===== config.mk =====
export PLATFORM = sky130hd
export DESIGN_NAME = usec_timer
export DESIGN_NICKNAME = d
export VERILOG_FILES = /design/src/rtl/usec_timer_pkg.sv /design/src/rtl/usec_counter.sv /design/src/rtl/usec_tap_strobe.sv /design/src/rtl/usec_readout.sv /design/src/rtl/usec_timer.sv
export SDC_FILE = /design/constraint.sdc
export NUM_CORES = 1
export LEC_CHECK = 0
export ABC_AREA = 1
export ABC_CLOCK_PERIOD_IN_PS = 1910
export CORE_ASPECT_RATIO = 1.25
export CORE_MARGIN = 3
export CORE_UTILIZATION = 25
export CTS_CLUSTER_DIAMETER = 50
export DETAILED_ROUTE_END_ITERATION = 12
export DONT_BUFFER_PORTS = 1
export PLACE_DENSITY = 0.44
export SETUP_SLACK_MARGIN = 0.05
export SYNTH_ARGS = -nofsm -noshare
export SYNTH_HDL_FRONTEND = slang
export SYNTH_SLANG_ARGS = --single-unit

===== constraint.sdc =====
create_clock -name clk -period 1.91 [get_ports clk]
set_clock_uncertainty 0.2 [all_clocks]
set_input_delay 0.382 -clock clk [delete_from_list [all_inputs] [get_ports clk]]
set_output_delay 0.382 -clock clk [all_outputs]
set_load 0.02 [all_outputs]

===== src/rtl/usec_timer_pkg.sv =====
// Shared definitions for the microsecond timer.
// Assumes the byte select is a single bit: low byte at 0, high byte at 1.
package usec_timer_pkg;
    typedef enum logic {
        SEL_LOW  = 1'b0,
        SEL_HIGH = 1'b1
    } byte_sel_e;

    localparam int DEF_CNT_W  = 12;
    localparam int DEF_BYTE_W = 8;
endpackage


===== src/rtl/usec_counter.sv =====
// Free-running up-counter. It advances by one on every cycle with tick_en high
// and wraps at 2**CNT_W. It cannot be stopped except by reset.
// Assumes: tick_en is synchronous to clk; reset is synchronous, active low.
module usec_counter #(
    parameter int CNT_W = 12
) (
    input  logic             clk,
    input  logic             rst_n,
    input  logic             tick_en,
    output logic [CNT_W-1:0] count
);
    // Count register: clear on reset, otherwise step on each tick.
    always_ff @(posedge clk) begin
        if (!rst_n)       count <= '0;
        else if (tick_en) count <= count + 1'b1;
    end


    cnt_step_chk: assert property (@(posedge clk) disable iff (!rst_n)
        tick_en |=> count == CNT_W'($past(count) + 1'b1));


    cnt_hold_chk: assert property (@(posedge clk) disable iff (!rst_n)
        !tick_en |=> $stable(count));
endmodule


===== src/rtl/usec_tap_strobe.sv =====
// Strobe generator for one counter tap. It pulses for one clock after the
// tick that makes bit TAP fall from 1 to 0.
// Assumes: tap_bits are count bits TAP..0 of the free-running counter.
module usec_tap_strobe #(
    parameter int TAP = 6
) (
    input  logic         clk,
    input  logic         rst_n,
    input  logic         tick_en,
    input  logic [TAP:0] tap_bits,
    output logic         strobe
);
    logic fall_next;

    // Bit TAP falls on the next tick exactly when bits TAP..0 are all ones.
    always_comb fall_next = tick_en && (&tap_bits);

    // Register the strobe so that it lines up with the updated count.
    always_ff @(posedge clk) begin
        if (!rst_n) strobe <= 1'b0;
        else        strobe <= fall_next;
    end


    strobe_zero_chk: assert property (@(posedge clk) disable iff (!rst_n)
        strobe |-> tap_bits == '0);


    strobe_width_chk: assert property (@(posedge clk) disable iff (!rst_n)
        strobe |=> !strobe);


    strobe_needs_tick_chk: assert property (@(posedge clk) disable iff (!rst_n)
        !tick_en |=> !strobe);
endmodule


===== src/rtl/usec_readout.sv =====
// Byte-wide read port for the counter. A low-byte read returns count bits
// BYTE_W-1..0 and saves the upper bits into a shadow. A high-byte read returns
// that shadow, zero-extended.
// Assumes: BYTE_W < CNT_W <= 2*BYTE_W.
module usec_readout
    import usec_timer_pkg::*;
#(
    parameter int CNT_W  = 12,
    parameter int BYTE_W = 8
) (
    input  logic              clk,
    input  logic              rst_n,
    input  logic              rd_en,
    input  logic              rd_sel,
    input  logic [CNT_W-1:0]  count,
    output logic [BYTE_W-1:0] rd_data
);
    localparam int HI_W  = CNT_W - BYTE_W;
    localparam int PAD_W = BYTE_W - HI_W;

    logic [HI_W-1:0]   shadow_q;
    logic [BYTE_W-1:0] rd_mux;

    // Choose the byte for the current read.
    always_comb begin
        if (rd_sel == SEL_HIGH) rd_mux = {{PAD_W{1'b0}}, shadow_q};
        else                    rd_mux = count[BYTE_W-1:0];
    end

    // Shadow capture on every low-byte read.
    always_ff @(posedge clk) begin
        if (!rst_n)                          shadow_q <= '0;
        else if (rd_en && rd_sel == SEL_LOW) shadow_q <= count[CNT_W-1:BYTE_W];
    end

    // Read data register: load on a read, hold otherwise.
    always_ff @(posedge clk) begin
        if (!rst_n)     rd_data <= '0;
        else if (rd_en) rd_data <= rd_mux;
    end


    low_read_chk: assert property (@(posedge clk) disable iff (!rst_n)
        (rd_en && rd_sel == SEL_LOW) |=> rd_data == $past(count[BYTE_W-1:0]));


    high_pad_chk: assert property (@(posedge clk) disable iff (!rst_n)
        (rd_en && rd_sel == SEL_HIGH) |=> rd_data[BYTE_W-1:HI_W] == '0);


    rd_hold_chk: assert property (@(posedge clk) disable iff (!rst_n)
        !rd_en |=> $stable(rd_data));
endmodule


===== src/rtl/usec_timer.sv =====
// Free-running microsecond timer. It contains a CNT_W-bit counter stepped by
// tick_en, two tap strobes (fast on bit TAP_FAST, slow on bit TAP_SLOW) and
// a byte-wide read port with a coherent high-byte shadow.
// Assumes: tick_en is high for one clock per microsecond; reset is synchronous
// and active low.
module usec_timer
    import usec_timer_pkg::*;
#(
    parameter int CNT_W    = DEF_CNT_W,
    parameter int BYTE_W   = DEF_BYTE_W,
    parameter int TAP_FAST = 6,
    parameter int TAP_SLOW = 9
) (
    input  logic              clk,
    input  logic              rst_n,
    input  logic              tick_en,
    input  logic              rd_en,
    input  logic              rd_sel,
    output logic [BYTE_W-1:0] rd_data,
    output logic              irq_128us,
    output logic              irq_1024us
);
    localparam int N_TAPS = 2;
    localparam int TAP_POS [N_TAPS] = '{TAP_FAST, TAP_SLOW};

    logic [CNT_W-1:0]  count_q;
    logic [N_TAPS-1:0] strobes;

    usec_counter #(.CNT_W(CNT_W)) i_counter (
        .clk     (clk),
        .rst_n   (rst_n),
        .tick_en (tick_en),
        .count   (count_q)
    );

    // One strobe generator per tap.
    for (genvar g = 0; g < N_TAPS; g++) begin : g_tap
        usec_tap_strobe #(.TAP(TAP_POS[g])) i_tap (
            .clk      (clk),
            .rst_n    (rst_n),
            .tick_en  (tick_en),
            .tap_bits (count_q[TAP_POS[g]:0]),
            .strobe   (strobes[g])
        );
    end

    assign irq_128us  = strobes[0];
    assign irq_1024us = strobes[1];

    usec_readout #(.CNT_W(CNT_W), .BYTE_W(BYTE_W)) i_readout (
        .clk     (clk),
        .rst_n   (rst_n),
        .rd_en   (rd_en),
        .rd_sel  (rd_sel),
        .count   (count_q),
        .rd_data (rd_data)
    );


    wrap_both_chk: assert property (@(posedge clk) disable iff (!rst_n)
        (irq_1024us) |-> irq_128us);
endmodule


==> impl.org <==
** Run status
- The run finished with clean final reports.

** Clocking
- Buffers inserted during clock tree synthesis total 3.
- Number of sinks handled by clock tree synthesis :: 26
- After clock tree synthesis, the setup repair step added 0 buffers.
- H-Tree Depth :: 1
- After clock tree synthesis, the clock-pin slew on the worst setup and hold paths is 0.09 ns.
- Gates resized, CTS repair :: 0
- TritonCTS built the clock tree.
- The longest clock path from root to sink contains 2 buffers.
- The tree is rooted in a sky130_fd_sc_hd__clkbuf_8.
- Clock insertion delay at the later pin of the skew report :: 0.27 ns
- The number of hold buffers added after CTS was 0.

** STA
- Setup violation total in the final timing report :: 0
- Achievable Freq :: 0.688 GHz
- Final worst path period need :: 1.45 ns
- Transition at the pin with the smallest max-transition slack :: 0.353 ns
- Of the available clock period, the critical path in the final layout requires 0.761.
- Setup repair after global routing missed its margin :: no
- Max-slew violation count :: 0
- The total count of hold-check failures in the final report is 0.
- In this run the tightest slew margin relative to its limit is 0.764.
- Setup tns final :: 0 ns

** Critical path
- Worst path bufs/invs :: 1
- By startpoint and endpoint, the worst setup path is classified as flop to flop.
- Critical path data arrival time :: 1.42 ns
- STA classifies the critical path startpoint as a flop.
- Delay of the slowest cell on the worst path :: 0.41 ns
- Crit Path Max Fanout :: 4
- CP required :: 1.88 ns
- The worst setup path is captured at a flop.
- The largest individual stage delay along the critical path comes from the cell sky130_fd_sc_hd__dfxtp_1.
- The cell family contributing the most delay on the critical path is flip-flops.
- CP Cell Sequence :: ha_1 > inv_1 > nor2_4 > nand3_1 > o21ai_0 > nor2_1

** Die
- Top-Level Pins :: 15
- For this configuration, the core starts out at a cell density of 0.264.
- Die H :: 80.1 microns
- Number of core rows :: 26
- Die outline area :: 5220 sq um
- Placeable Area :: 4160 sq um
- Width of the chip :: 65.3 microns

** Routing
- The routed design has 2340 microns of wire.
- The first detailed-routing pass took 4 iterations.
- The first routing iteration left 36 violations.
- Post-route DRC :: 0
- Post-DR vias/cell :: 4.42
- Via Count :: 898
- Average routed wire per standard cell :: 11.5 microns
- Number of routed nets with antenna violations :: 0

** Finish
- The finished cells cover 1200 sq um.
- The number of antenna diodes in the final layout is 0.
- Proportion of layout cells with a drive suffix above 1 :: 0.0680
- Fill cells in the final layout number 501.
- Registers take 520 sq um.
- In the final layout, the multi-input gates occupy 478 sq um.
- At the end of the flow the core is filled with cells to 0.289.
- The final layout contains 154 nets.
- Compared with the post-synthesis result, the final layout area differs by 9.69%.

** Synthesis
- Total of warnings raised by yosys :: 0
- Synth top area cells :: sky130_fd_sc_hd__dfxtp_1, sky130_fd_sc_hd__nand2_1, sky130_fd_sc_hd__a21oi_1
- After synthesis, the most frequently instantiated cells are sky130_fd_sc_hd__nand2_1, sky130_fd_sc_hd__dfxtp_1, sky130_fd_sc_hd__nor2_1.
- Share of the yosys chip area belonging to registers :: 0.474
- Dominant synthesized flop cell :: sky130_fd_sc_hd__dfxtp_1
- Cell area after synthesis :: 1100 sq um
- Counting every net in the synthesized netlist gives 154.
- Of all flip-flops after synthesis, the portion carrying an async set or reset was 0.
- Synthesis-stage register bit count :: 26
- Synthesis handed over a netlist of 148 instances.
- Share of the synthesized area in the top cell type :: 0.474
- Leading cell type by number of instances after synthesis :: sky130_fd_sc_hd__nand2_1
- Synthesis instantiated 22 different standard cells from the library.
- Synth Area per Inst :: 7.41 sq um
- Number of flops mapped to enable cells by yosys :: 0
- sky130_fd_sc_hd__dfxtp_1 takes more of the synthesized area than any other cell.

** Power and ir drop
- Summing internal, switching and leakage power gives 1.07 mW.
- Worst IR Drop VDD :: 250 uV
- Static Leakage :: 0.461 nW
- For this design the ratio of total power to cell area is 887 nW/um^2.

** Global routing
- Gr usage total :: 0.0953
- Entering global routing, the biggest net connects 17 pins.
- Number of global-route vias before repair :: 869
- Grt total ovfl :: 0
- Global-route wire length before repair :: 3890 microns
- The initial antenna violation count was 0.

** Placement
- Detailed placement ended at an HPWL of 1700 microns.
- Once placement finished, the instance area stood at 1130 sq um.
- Port Buffer Count :: 0
- At the end of routability-driven placement, the weighted congestion stood at 0.798.

** Flow run
- Max capacitance violation total :: 0

** Min path
- Path class of the lowest-slack min-delay path :: primary input to flop
-- metrics by stage --
step                      cells  setup slack [ns]  hold WS [ns]
after detailed placement    199             0.465         0.274
after CTS                   203             0.453        0.0128
after global routing        203             0.316        0.0325
after global placement      199             0.505         0.262
after floorplan             148             0.580         0.239
final                       203             0.456        0.0217
-- area by class of cell --
type,instances,area share
Inverter,17,0.0530
Tap cell,56,0.0582
Clock buffer,3,0.0343
Clock inverter,1,0.0249
Multi-Input combinational cell,100,0.397
Sequential cell,26,0.432
-- power by group --
part | switching, mW | total, mW | internal (mW) | leakage (nW)
registers | 0.0149 | 0.570 | 0.555 | 0.211
clock network | 0.175 | 0.455 | 0.280 | 0.0357
logic | 0.0281 | 0.0432 | 0.0152 | 0.215
-- worst reg2reg max path, stage by stage, from the launching register on --
cell and delay, ns:
sky130_fd_sc_hd__dfxtp_1 0.41, sky130_fd_sc_hd__ha_1 0.22, sky130_fd_sc_hd__inv_1 0.09, sky130_fd_sc_hd__nor2_4 0.14, sky130_fd_sc_hd__nand3_1 0.10, sky130_fd_sc_hd__o21ai_0 0.15
sky130_fd_sc_hd__nor2_1 0.05
-- kinds of logic (layout without fill, tap and decap cells) --
| kind of cell | count (synthesis) | in the layout | share of synthesized area |
|---|---|---|---|
| buffers and inverters | 22 | 21 | 0.0901 |
| flip-flops | 26 | 26 | 0.474 |
| adder cells (fa/ha/maj) | 1 | 1 | 0.0114 |
| AND/OR/NAND/NOR | 66 | 66 | 0.270 |
| XOR/XNOR | 1 | 1 | 0.00798 |
| AO/OA/AOI/OAI | 32 | 32 | 0.146 |
-- sequential cells by signal, indices dropped and copies added, names as in the netlist --
| signal | cells |
|---|---|
| i_counter.count | 12 |
| i_readout.rd_data | 8 |
| i_readout.shadow_q | 4 |
| g_tap.i_tap.strobe | 2 |
-- per-layer routing --
metal	global-route usage	part of all wire
met1	0.133	0.49
met4	0.0373	0.0094
met3	0.0182	0.054
met5	0	0
met2	0.144	0.45
-- cell usage in the layout, fill, tap and decap left out --
master and instances:
sky130_fd_sc_hd__bufinv_16 1, sky130_fd_sc_hd__nor2_2 1, sky130_fd_sc_hd__nor2_1 21, sky130_fd_sc_hd__nand2_2 1
sky130_fd_sc_hd__o21ai_1 1, sky130_fd_sc_hd__xor2_1 1, sky130_fd_sc_hd__nand2_1 31, sky130_fd_sc_hd__nor2_4 2
sky130_fd_sc_hd__clkbuf_8 3, sky130_fd_sc_hd__nor4_1 1, sky130_fd_sc_hd__inv_1 17, sky130_fd_sc_hd__o21ai_0 13
sky130_fd_sc_hd__nor3_2 1, sky130_fd_sc_hd__nand4_2 1, sky130_fd_sc_hd__ha_1 1, sky130_fd_sc_hd__nor3_1 1
sky130_fd_sc_hd__dfxtp_1 26, sky130_fd_sc_hd__nand4_1 2, sky130_fd_sc_hd__nand3_1 4, sky130_fd_sc_hd__a21oi_1 18
-- final timing paths --
check                startpoint  cells past startpoint                   to  slack (ns)
max          i_counter.count[0]                      6  i_counter.count[10]        0.46
min                       rst_n                      2   i_counter.count[2]        0.02
max reg2reg  i_counter.count[0]                      6  i_counter.count[10]        0.46
min reg2reg  i_counter.count[6]                      2   i_counter.count[6]        0.28
No activity file was read; power rests on OpenSTA's default activity.
